===== src/rtl/sclg_pkg.sv =====
package sclg_pkg;
  localparam int ADDR_W = 3;

  localparam logic [ADDR_W-1:0] A_CTRL   = 3'd0;
  localparam logic [ADDR_W-1:0] A_ENABLE = 3'd1;
  localparam logic [ADDR_W-1:0] A_CNT0   = 3'd2;
  localparam int NUM_CNT = 4;

  localparam int OVH_HIGH = 8;
  localparam int OVH_LOW  = 1;
  localparam int OVH_HOLD = 3;

  typedef enum logic [2:0] {
    PH_IDLE, PH_HOLD, PH_LOW, PH_HIGH, PH_STOP
  } phase_e;
endpackage


===== src/rtl/sclg_regs.sv =====
module sclg_regs
  import sclg_pkg::*;
#(
  parameter int CNT_W   = 16,
  parameter int MIN_CNT = 6
) (
  input  logic              clk,
  input  logic              rst_n,
  input  logic              wr_en,
  input  logic [ADDR_W-1:0] wr_addr,
  input  logic [CNT_W-1:0]  wr_data,
  output logic              enable,
  output logic [CNT_W-1:0]  hi_eff,
  output logic [CNT_W-1:0]  lo_eff
);
  logic             speed_q;
  logic             en_q;
  logic [CNT_W-1:0] cnt_q [NUM_CNT];
  logic             cfg_we;

  // configuration accepted only while disabled
  assign cfg_we = wr_en && !en_q;

  always_ff @(posedge clk or negedge rst_n) begin
    if (!rst_n) begin
      en_q    <= 1'b0;
      speed_q <= 1'b0;
    end else begin
      if (wr_en && wr_addr == A_ENABLE) en_q <= wr_data[0];
      if (cfg_we && wr_addr == A_CTRL) speed_q <= wr_data[0];
    end
  end

  // index: 0 std high, 1 fast high, 2 std low, 3 fast low
  for (genvar gi = 0; gi < NUM_CNT; gi++) begin : g_cnt
    always_ff @(posedge clk or negedge rst_n) begin
      if (!rst_n) cnt_q[gi] <= CNT_W'(MIN_CNT);
      else if (cfg_we && wr_addr == ADDR_W'(A_CNT0 + gi)) cnt_q[gi] <= wr_data;
    end
  end

  logic [CNT_W-1:0] hi_raw, lo_raw;
  always_comb begin
    hi_raw = speed_q ? cnt_q[1] : cnt_q[0];
    lo_raw = speed_q ? cnt_q[3] : cnt_q[2];
    hi_eff = (hi_raw < CNT_W'(MIN_CNT)) ? CNT_W'(MIN_CNT) : hi_raw;
    lo_eff = (lo_raw < CNT_W'(MIN_CNT)) ? CNT_W'(MIN_CNT) : lo_raw;
  end

  assign enable = en_q;
endmodule


===== src/rtl/sclg_timer.sv =====
module sclg_timer #(
  parameter int W = 17
) (
  input  logic         clk,
  input  logic         rst_n,
  input  logic         clr,
  input  logic         load,
  input  logic [W-1:0] load_val,
  output logic         done
);
  logic [W-1:0] cnt_q, cnt_d;

  always_comb begin
    cnt_d = cnt_q;
    if (clr)               cnt_d = '0;
    else if (load)         cnt_d = load_val;
    else if (cnt_q != '0)  cnt_d = cnt_q - 1'b1;
  end

  always_ff @(posedge clk or negedge rst_n) begin
    if (!rst_n) cnt_q <= '0;
    else        cnt_q <= cnt_d;
  end

  assign done = (cnt_q == '0);
endmodule


===== src/rtl/sclg_seq.sv =====
module sclg_seq
  import sclg_pkg::*;
#(
  parameter int CNT_W = 16,
  parameter int W     = CNT_W + 1
) (
  input  logic             clk,
  input  logic             rst_n,
  input  logic             enable,
  input  logic             start_req,
  input  logic             stop_req,
  input  logic [CNT_W-1:0] hi_eff,
  input  logic [CNT_W-1:0] lo_eff,
  input  logic             done,
  output logic             clr,
  output logic             load,
  output logic [W-1:0]     load_val,
  output logic             scl_o,
  output logic             sda_o,
  output logic             busy
);
  phase_e ph_q, ph_d;
  logic   stop_q, stop_d;
  logic [W-1:0] len_hold, len_low, len_high;

  // timer reloads with phase length minus one
  assign len_hold = W'(hi_eff) + W'(OVH_HOLD - 1);
  assign len_low  = W'(lo_eff) + W'(OVH_LOW - 1);
  assign len_high = W'(hi_eff) + W'(OVH_HIGH - 1);

  always_comb begin
    ph_d     = ph_q;
    stop_d   = stop_q || (stop_req && ph_q != PH_IDLE);
    load     = 1'b0;
    load_val = '0;
    clr      = !enable;
    if (!enable) begin
      ph_d   = PH_IDLE;
      stop_d = 1'b0;
    end else begin
      unique case (ph_q)
        PH_IDLE: if (start_req) begin
          ph_d = PH_HOLD; load = 1'b1; load_val = len_hold;
        end
        PH_HOLD: if (done) begin
          ph_d = PH_LOW; load = 1'b1; load_val = len_low;
        end
        PH_LOW: if (done) begin
          load = 1'b1;
          if (stop_d) begin
            ph_d = PH_STOP; load_val = len_hold; stop_d = 1'b0;
          end else begin
            ph_d = PH_HIGH; load_val = len_high;
          end
        end
        PH_HIGH: if (done) begin
          ph_d = PH_LOW; load = 1'b1; load_val = len_low;
        end
        PH_STOP: if (done) ph_d = PH_IDLE;
        default: ph_d = PH_IDLE;
      endcase
    end
  end

  always_ff @(posedge clk or negedge rst_n) begin
    if (!rst_n) begin
      ph_q   <= PH_IDLE;
      stop_q <= 1'b0;
    end else begin
      ph_q   <= ph_d;
      stop_q <= stop_d;
    end
  end

  // disable releases the lines in the same cycle enable drops
  assign busy  = enable && (ph_q != PH_IDLE);
  assign scl_o = !enable || (ph_q != PH_LOW);
  assign sda_o = !busy;
endmodule


===== src/rtl/scl_period_gen.sv =====
module scl_period_gen
  import sclg_pkg::*;
#(
  parameter int CNT_W   = 16,
  parameter int MIN_CNT = 6
) (
  input  logic              clk,
  input  logic              rst_n,
  input  logic              wr_en,
  input  logic [ADDR_W-1:0] wr_addr,
  input  logic [CNT_W-1:0]  wr_data,
  input  logic              start_req,
  input  logic              stop_req,
  output logic              scl_o,
  output logic              sda_o,
  output logic              busy
);
  localparam int TW = CNT_W + 1;

  logic             enable;
  logic [CNT_W-1:0] hi_eff, lo_eff;
  logic             t_clr, t_load, t_done;
  logic [TW-1:0]    t_val;

  sclg_regs #(.CNT_W(CNT_W), .MIN_CNT(MIN_CNT)) u_regs (
    .clk(clk), .rst_n(rst_n), .wr_en(wr_en), .wr_addr(wr_addr),
    .wr_data(wr_data), .enable(enable), .hi_eff(hi_eff), .lo_eff(lo_eff)
  );

  sclg_timer #(.W(TW)) u_timer (
    .clk(clk), .rst_n(rst_n), .clr(t_clr), .load(t_load),
    .load_val(t_val), .done(t_done)
  );

  sclg_seq #(.CNT_W(CNT_W), .W(TW)) u_seq (
    .clk(clk), .rst_n(rst_n), .enable(enable), .start_req(start_req),
    .stop_req(stop_req), .hi_eff(hi_eff), .lo_eff(lo_eff), .done(t_done),
    .clr(t_clr), .load(t_load), .load_val(t_val),
    .scl_o(scl_o), .sda_o(sda_o), .busy(busy)
  );
endmodule


===== config.mk =====
export PLATFORM = sky130hd
export DESIGN_NAME = scl_period_gen
export DESIGN_NICKNAME = d
export VERILOG_FILES = /design/src/rtl/sclg_pkg.sv /design/src/rtl/sclg_regs.sv /design/src/rtl/sclg_timer.sv /design/src/rtl/sclg_seq.sv /design/src/rtl/scl_period_gen.sv
export SDC_FILE = /design/constraint.sdc
export NUM_CORES = 1
export LEC_CHECK = 0
export ABC_AREA = 1
export CORE_ASPECT_RATIO = 1.4
export CORE_UTILIZATION = 55
export CTS_BUF_LIST = sky130_fd_sc_hd__clkbuf_8 sky130_fd_sc_hd__clkbuf_16
export CTS_CLUSTER_SIZE = 10
export DETAILED_ROUTE_END_ITERATION = 10
export PLACE_DENSITY = 0.73
export SLEW_MARGIN = 20
export SYNTH_ARGS = -nofsm -noshare
export SYNTH_HDL_FRONTEND = slang
export SYNTH_SLANG_ARGS = --single-unit

===== constraint.sdc =====
create_clock -name clk -period 4.95 [get_ports clk]
set_clock_uncertainty 0.15 [all_clocks]
set_input_delay 0.99 -clock clk [delete_from_list [all_inputs] [get_ports clk]]
set_output_delay 0.99 -clock clk [all_outputs]
set_load 0.005 [all_outputs]

==> results of run 1 <==
cell families after synthesis:
logic type               share of synthesized area
AND/OR/NAND/NOR                              0.337
buffers and inverters                        0.107
AO/OA/AOI/OAI                                0.124
flip-flops                                   0.387
XOR/XNOR                                    0.0341
adder cells (fa/ha/maj)                     0.0111
Yosys cell counts (all sizes together), types with 6 or more instances:
library cell | count | area [µm²]
clkbuf | 17 | 63.8
nand3 | 68 | 350
xor2 | 20 | 175
nor2 | 62 | 283
dfstp | 8 | 210
o21ai | 82 | 418
buf | 12 | 115
dfrtp | 79 | 1980
a21oi | 25 | 144
inv | 111 | 424
o211ai | 6 | 45.0
nor3 | 11 | 81.3
nand4 | 18 | 119
nand2 | 241 | 987
worst paths after layout:
path | start | endpoint | slack [ns] | cells after the start
max in group asynchronous | rst_n | u_regs.cnt_q[44] | 3.54 | 1
worst max-delay path | u_regs.speed_q | u_timer.cnt_q[14] | 1.42 | 20
min in group asynchronous | rst_n | u_seq.ph_q[0] | 0.48 | 1
worst min register to register | u_regs.cnt_q[35] | u_regs.cnt_q[35] | 0.34 | 2
worst min-delay path | u_regs.cnt_q[35] | u_regs.cnt_q[35] | 0.34 | 2
worst max register to register | u_regs.speed_q | u_timer.cnt_q[14] | 1.42 | 20
routing by layer:
metal / vias up / track usage / part of all wire
met5: - / 0 / 0
met4: 0 / 0.166 / 0.040
met3: 35 / 0.0461 / 0.037
met2: 156 / 0.543 / 0.53
met1: 2399 / 0.367 / 0.40
li1: 2554 / - / -
sequential cells by signal (all words and copies together) (netlist names):
signal and count:
u_regs.enable 1, u_regs.speed_q 1, u_seq.ph_q 3, u_regs.cnt_q 64, u_seq.stop_q 1, u_timer.cnt_q 17
through the flow:
stage	area, µm²	utilization
CTS	6260	0.629
floorplan	5660	-
global route	6280	0.631
finish	6280	0.631
global placement	5950	0.597
detailed placement	5950	0.597
worst register-to-register path, delay by kind of cell (launching register included):
family          cells  cell delay [ns]
simple gates       13             1.52
buf+inv             4             0.42
compound gates      2             0.30
fa+ha+maj           1             0.22
flops               1             0.81
area by class of cell:
| cell class | instances | area [µm²] | share of cell area |
|---|---|---|---|
| Clock buffer | 10 | 239 | 0.0381 |
| Clock inverter | 6 | 76.3 | 0.0122 |
| Inverter | 111 | 424 | 0.0676 |
| Multi-Input combinational cell | 564 | 2880 | 0.459 |
| Sequential cell | 87 | 2190 | 0.348 |
| Tap cell | 135 | 169 | 0.0269 |
| Timing Repair Buffer | 31 | 299 | 0.0476 |
where the power goes:
part	switching, mW	internal, mW
Sequential	0.152	0.915
Combinational	1.02	0.491
Clock	0.313	0.413
==> impl_metrics.ini, run 1 <==
[routing]
drt-total-wl_um = 15400
drt_iter0_markers = 366
vias_per_cell = 5.45
drt_pass1_iterations = 7
ant_nets = 0
drc = 0
num_vias = 5144
wl_per_cell_um = 16.3

[sta]
finalWorstSetupSlack_ns = 1.42
worstMarginPinSlew_ns = 0.911
holdWs_ns = 0.336
hold_viol_final = 0
grt_setup_unrepaired = no
fin_crit_sh = 0.712
final-setup-viol-count = 0
finalSetupTns_ns = 0
finalMaxSlewViolations = 0
slew_headroom = 0.389
finalCriticalPeriod_ns = 3.53
timing.fmax_ghz = 0.284

[finish]
layout-drive-gt1-share = 0.120
layout_commonest_cell = nand2_1
final_cell_mix = nand2_1, inv_1, dfrtp_1
diodes = 0
final_nets = 833
final_cells = 944
area_growth_pct = 10.9
fillerInstances = 923

[floorplanning]
core_area_mm2 = 0.00995
rows = 43
chipWidth_um = 87.7
dieArea_mm2 = 0.0107
die_h_um = 122
boundaryPins = 27
initial_core_util = 0.568

[critical_path]
slowest_delay_ns = 0.81
crit_buf_inv = 4
cpMaxStageDelayCell = dfrtp_1
cp_top_family = simple AND/OR/NAND/NOR gates
worst_setup_path_start_kind = register
crit_top_cell = nand2_1
required_ns = 5.04
path_max_fanout = 30
critPathArrivalTime_ns = 3.62
criticalPathCategory = reg -> reg
worstPathCellList = inv_6, nand2_1, nand2_1, nor2_1, nand2_1, nor2_1, nand2_2, nand2_1, inv_1, ha_1, inv_1, nand2_1, nand2_1, nand2_2, o21ai_0, nand3_1, o211ai_1, nand3b_1, nand2_1, inv_1
cp-end-kind = register

[clock_network]
clk_latency_ns = 0.35
clkSlewWorstSetupHoldPaths_ns = 0.07
numCtsBuffers = 9
cts-resized-gates = 0
clockRootBuffer = clkbuf_16
cts.sinks = 87
cts_tree = built
cts-hold-fix-buffers = 0
htreeDepth = 3
cts.path.max_buffers = 2
cts_setup_buffers = 0

[placement]
io_buffer_count = 26
gp_congestion = 0.963
place_inst = 928
hpwl_um = 11600
preCtsSetupSlack_ns = 1.47

[synthesis]
yosys_warnings = 0
ys_seq_area_frac = 0.387
synthesis.nets = 820
synthArstFlopShare = 1.00
synthesis.area_mm2 = 0.00566
ys_seq_elements = 87
synth_edf_count = 0
syn_inst = 791
synth_ff_type = dfrtp_1
synth_cell_types = 48
synth.avg_cell_area_um2 = 7.15

[pwr]
ir_drop_uv = 337
p_per_area_mw_per_mm2 = 527
p_leak_nw = 2.98
total_power_mw = 3.31

[global_route]
gr-total-overflow = 0
antenna_found_initial = 0
grt_use_total = 0.313
grt_pass1_wl_um = 25100
grt_pass1_vias = 5023
grt_max_degree = 88

[job]
cap_violations = 0

[outcome]
run_status = finished, final reports clean

[min_path]
min_path_type = reg -> reg
Power figures use the tool's default switching activity.
==> run 2, diff against run 1 <==
==> constraint.sdc (replaced) <==
create_clock -name clk -period 3.4 [get_ports clk]
set_clock_uncertainty 0.15 [all_clocks]
set_input_delay 0.68 -clock clk [delete_from_list [all_inputs] [get_ports clk]]
set_output_delay 0.68 -clock clk [all_outputs]
set_load 0.005 [all_outputs]
==> run 2 against run 1 <==
Against the previous run:
- core utilization increased by 0.91 points
- combinational power increased by 51%
- count of clock-buffer cells in the layout decreased by 1
- hold slack got worse by 0.16 ns
- critical endpoint is now u_timer.cnt_q[8]
- highest routed layer unchanged
==> impl_metrics.ini, run 2 (synthesized netlist as in run 1, its figures left out) <==
[sta]
fin_crit_sh = 0.908
finalSetupTns_ns = 0
final-setup-viol-count = 0
finalCriticalPeriod_ns = 3.09
holdWs_ns = 0.172
slew_headroom = 0.472
finalMaxSlewViolations = 0
timing.fmax_ghz = 0.324
hold_viol_final = 0
worstMarginPinSlew_ns = 0.793

[critical_path]
criticalPathCategory = reg -> reg
cpMaxStageDelayCell = dfrtp_1
required_ns = 3.49
critPathArrivalTime_ns = 3.18
crit_buf_inv = 4
slowest_delay_ns = 0.44
ff2ff_path_depth = 21
path_max_fanout = 17
r2r_end = u_timer.cnt_q[8]
worstPathCellList = buf_4, nand2_1, nand2_2, nor2_1, nand2_1, nor2_1, nand2_2, nand2_1, inv_1, ha_1, inv_1, nand2_1, nand2_2, nand2_2, nor2_2, xnor2_1, nand2_1, nand3_1, nand3b_1, nand3_1, inv_1
cp_top_family = simple AND/OR/NAND/NOR gates
worst_setup_path_start_kind = register
crit_top_cell = nand2_1
r2r_setup_slack_ns = 0.31
r2r-start = u_regs.speed_q
cp-end-kind = register

[routing]
vias_per_cell = 5.53
wl_met3_um = 636
routed.top_layer = met4
num_vias = 5283
drt_iter0_markers = 363
wl_per_cell_um = 16.0
ant_nets = 0
drc = 0
wl_met1_um = 6070
drt_pass1_iterations = 5
drt-total-wl_um = 15300
met2_length_um = 7830

[placement]
hpwl_um = 11400
gp_congestion = 0.939
io_buffer_count = 26

[finish]
layout-drive-gt1-share = 0.130
layout_commonest_cell = nand2_1
area_growth_pct = 12.5
largest_reg_flops = 64
reg_top3 = u_regs.cnt_q (64), u_timer.cnt_q (17), u_seq.ph_q (3)
final_nets = 844
final_cell_mix = nand2_1, inv_1, dfrtp_1
top_register = u_regs.cnt_q
diodes = 0

[global_route]
grt_max_degree = 84
grt_use_total = 0.308
grt_pass1_wl_um = 24900
antenna_found_initial = 0
gr-total-overflow = 0
grt_pass1_vias = 5021

[pwr]
p_switching_mw = 2.19
switching_share = 0.446
p_per_area_mw_per_mm2 = 772
power.share.combinational = 0.465
p_leak_nw = 3.04
p_clk_frac = 0.224
p_int_mw = 2.73
total_power_mw = 4.92
power.share.sequential = 0.311
ir_drop_uv = 398

[floorplanning]
rows = 43
die_h_um = 122
dieArea_mm2 = 0.0107
initial_core_util = 0.568
boundaryPins = 27
chipWidth_um = 87.7
core_area_mm2 = 0.00995

[outcome]
run_status = finished, final reports clean

[clock_network]
clk_latency_ns = 0.34
cts_tree = built
cts.sinks = 87
htreeDepth = 3
numCtsBuffers = 9
clkSlewWorstSetupHoldPaths_ns = 0.07
clockRootBuffer = clkbuf_16
cts.path.max_buffers = 2

[job]
cap_violations = 0

[min_path]
min_path_type = in -> async
==> run 2: cell types whose count changed in the layout (fill, tap and decap cells not counted), sizes merged <==
| cell | delta |
|---|---|
| clkbuf | -1 |
| clkinv | +2 |
| bufinv | +1 |
| buf | +11 |
| clkinvlp | -2 |
==> run 2: how the worst max path moves through the flow <==
stage                        start  cells after the start          endpoint  slack (ns)
CTS                 u_regs.speed_q                     21  u_timer.cnt_q[8]        0.28
floorplan           u_regs.speed_q                     22  u_timer.cnt_q[8]        0.79
global placement    u_regs.speed_q                     21  u_timer.cnt_q[8]        0.39
detailed placement  u_regs.speed_q                     21  u_timer.cnt_q[8]        0.31
finish              u_regs.speed_q                     21  u_timer.cnt_q[8]        0.31
global route        u_regs.speed_q                     21  u_timer.cnt_q[8]      -0.006
==> run 2: cell type report <==
class,count,area [µm²]
Inverter,111,424
Clock buffer,9,225
Timing Repair Buffer,42,382
Multi-Input combinational cell,564,2870
Fill cell,895,3590
Clock inverter,7,105
Tap cell,135,169
Sequential cell,87,2190
==> run 2: through the flow <==
stage	util	std cells	setup slack [ns]	area [µm²]
finish	0.640	955	0.312	6370
global route	0.640	955	-0.00631	6370
CTS	0.639	955	0.282	6360
detailed placement	0.606	939	0.307	6030
global placement	0.606	939	0.389	6030
floorplan	-	791	0.793	5660
==> run 2: repair_timing <==
action	4_1_cts	5_1_grt
resized for setup	0	1
buffers inserted	0	0
endpoints found under the setup margin	0	3
hold buffers	0	0
hold endpoints to repair	0	0
==> run 2: layer usage <==
layer	vias up	track usage
met3	38	0.0474
met2	182	0.523
met1	2490	0.361
met4	0	0.184
li1	2573	-
met5	-	0
==> run 2: power groups by stage <==
stage | Clock [mW] | Sequential (mW) | Combinational [mW]
global route | 1.16 | 1.56 | 2.54
CTS | 1.12 | 1.52 | 2.26
finish | 1.10 | 1.53 | 2.28
detailed placement | 0 | 1.54 | 2.24
floorplan | 0 | 1.48 | 1.71
global placement | 0 | 1.53 | 2.19
==> run 2: worst register-to-register path, stage by stage, from the launching register on <==
cell	delay (ns)
dfrtp_1	0.44
buf_4	0.23
nand2_1	0.10
nand2_2	0.15
nor2_1	0.16
nand2_1	0.06
nor2_1	0.12
nand2_2	0.13
nand2_1	0.12
inv_1	0.10
ha_1	0.23
inv_1	0.08
nand2_1	0.07
nand2_2	0.13
nand2_2	0.11
nor2_2	0.13
xnor2_1	0.13
nand2_1	0.07
nand3_1	0.07
nand3b_1	0.08
nand3_1	0.08
inv_1	0.04
==> run 3, diff against run 2 <==
--- a/config.mk
+++ b/config.mk
@@ -7,11 +7,11 @@
 export LEC_CHECK = 0
 export ABC_AREA = 1
 export CORE_ASPECT_RATIO = 1.4
-export CORE_UTILIZATION = 55
+export CORE_UTILIZATION = 61
 export CTS_BUF_LIST = sky130_fd_sc_hd__clkbuf_8 sky130_fd_sc_hd__clkbuf_16
 export CTS_CLUSTER_SIZE = 10
 export DETAILED_ROUTE_END_ITERATION = 10
-export PLACE_DENSITY = 0.73
+export PLACE_DENSITY = 0.8
 export SLEW_MARGIN = 20
 export SYNTH_ARGS = -nofsm -noshare
 export SYNTH_HDL_FRONTEND = slang
==> run 3 against run 2 <==
Against the previous run:
- maximum frequency is essentially flat
- via count shrank 1.2%
- sequential power is essentially flat
- setup slack lost 0.00054 ns
- sequential share of layout area grew 0.21 points
- final area shrank 0.61%
- final cell count shrank 2.8%
- critical path type unchanged
- register-to-register slack is essentially flat
- sequential cell count is the same
- core utilization grew 6.1 points
==> impl_metrics.ini, run 3 (synthesized netlist as in run 1, its figures left out) <==
[outcome]
run_status = finished, final reports clean

[finish]
area_growth_pct = 11.9
top_register = u_regs.cnt_q
final_cell_mix = nand2_1, inv_1, dfrtp_1
layout_commonest_cell = nand2_1
diodes = 0
final_nets = 845
final_cells = 928
largest_reg_flops = 64
reg_top3 = u_regs.cnt_q (64), u_timer.cnt_q (17), u_seq.ph_q (3)
post-route-util = 0.701
layout-drive-gt1-share = 0.129
fillerInstances = 764

[placement]
gp_congestion = 1.06
place_inst = 912
hpwl_um = 11400
io_buffer_count = 26

[clock_network]
cts-resized-gates = 0
clkSlewWorstSetupHoldPaths_ns = 0.07
cts.sinks = 87
cts-hold-fix-buffers = 0
cts_setup_buffers = 0
numCtsBuffers = 9
cts_tree = built
clk_latency_ns = 0.34
htreeDepth = 3
cts.path.max_buffers = 2
clockRootBuffer = clkbuf_16

[critical_path]
r2r_setup_slack_ns = 0.31
r2r_end = u_timer.cnt_q[4]
required_ns = 3.49
criticalPathCategory = reg -> reg
worstPathCellList = buf_4, nand2_1, nand2_1, nor2_1, nand2_1, nor2_1, nand2_2, nand2_1, inv_1, ha_1, inv_1, nand2_1, nand2_1, buf_4, xor2_1, nand2_1, o211ai_1, o2111ai_1, nand3_1, inv_1
ff2ff_path_depth = 20
cpMaxStageDelayCell = dfrtp_1
r2r-start = u_regs.speed_q
worst_setup_path_start_kind = register
cp-end-kind = register
slowest_delay_ns = 0.43
crit_top_cell = nand2_1
critPathArrivalTime_ns = 3.18
path_max_fanout = 18

[global_route]
grt_use_total = 0.334
grt_max_degree = 88
grt_pass1_vias = 5107
grt_pass1_wl_um = 25000
gr-total-overflow = 0
antenna_found_initial = 0

[routing]
ant_nets = 0
drt-total-wl_um = 15400
drt_pass1_iterations = 5
num_vias = 5220
drt_iter0_markers = 368
vias_per_cell = 5.63
wl_per_cell_um = 16.5
drc = 0

[floorplanning]
initial_core_util = 0.627
chipWidth_um = 83.4
rows = 41
boundaryPins = 27
core_area_mm2 = 0.00903
dieArea_mm2 = 0.00967
die_h_um = 116

[sta]
finalCriticalPeriod_ns = 3.09
slew_headroom = 0.480
fin_crit_sh = 0.908
timing.fmax_ghz = 0.324
worstMarginPinSlew_ns = 0.781
finalSetupTns_ns = 0
finalMaxSlewViolations = 0
final-setup-viol-count = 0
hold_viol_final = 0
grt_setup_unrepaired = no

[pwr]
ir_drop_uv = 577
p_per_area_mw_per_mm2 = 774
p_leak_nw = 3.04
total_power_mw = 4.90

[min_path]
min_path_type = in -> async

[job]
cap_violations = 0
## run 3: cell count changes in the layout (fill, tap and decap cells not counted)
cell / change
buf_4: +1
nand2_1: +1
inv_1: +1
inv_6: +1
inv_8: -1
clkinv_4: -2
clkinvlp_4: +1
nand2_2: -1
## run 3: power breakdown
group	switching, mW	internal [mW]	leakage (nW)
registers	0.192	1.33	1.07
logic	1.55	0.741	1.81
clock network	0.433	0.648	0.159
total	2.18	2.72	3.04
## run 3: area by class of cell
class,instances,area (µm²),area share
multi-input combinational,564,2870,0.454
sequential,87,2190,0.346
inverter,111,424,0.0670
timing repair buffer,43,389,0.0615
clock buffer,9,225,0.0356
tap,107,134,0.0212
clock inverter,7,96.3,0.0152
## run 3: how the worst max path moves through the flow
stage / from / to / slack, ns / depth (start not counted)
3_5_place_dp: u_regs.speed_q / u_timer.cnt_q[7] / 0.40 / 16
5_1_grt: u_regs.speed_q / u_timer.cnt_q[4] / 0.03 / 20
6_report: u_regs.speed_q / u_timer.cnt_q[4] / 0.31 / 20
4_1_cts: u_regs.speed_q / u_timer.cnt_q[7] / 0.37 / 18
3_3_place_gp: u_regs.speed_q / u_timer.cnt_q[7] / 0.43 / 16
2_1_floorplan: u_regs.speed_q / u_timer.cnt_q[8] / 0.79 / 22
## run 3: through the flow
| step | cell area, µm² | setup WS, ns | hold WS, ns |
|---|---|---|---|
| finish | 6330 | 0.311 | 0.246 |
| global route | 6330 | 0.0280 | 0.312 |
| CTS | 6320 | 0.370 | 0.340 |
| detailed placement | 6000 | 0.395 | 0.323 |
| global placement | 6000 | 0.426 | 0.316 |
| floorplan | 5660 | 0.793 | 0.234 |
## run 3: critical path: cells and delay by family (launching register included)
kind            cells  cell delay [ns]
compound gates      2             0.23
xor+xnor            1             0.16
fa+ha+maj           1             0.22
buf+inv             5             0.59
flops               1             0.43
simple gates       11             1.19
## run 3: metal layers
| layer | vias to the layer above | GRT usage | share of wire | routed length, µm |
|---|---|---|---|---|
| li1 | 2581 | - | - | - |
| met1 | 2407 | 0.381 | 0.39 | 5940 |
| met2 | 187 | 0.608 | 0.52 | 7980 |
| met3 | 45 | 0.0420 | 0.050 | 761 |
| met4 | 0 | 0.189 | 0.044 | 681 |
| met5 | - | 0 | 0 | 0 |
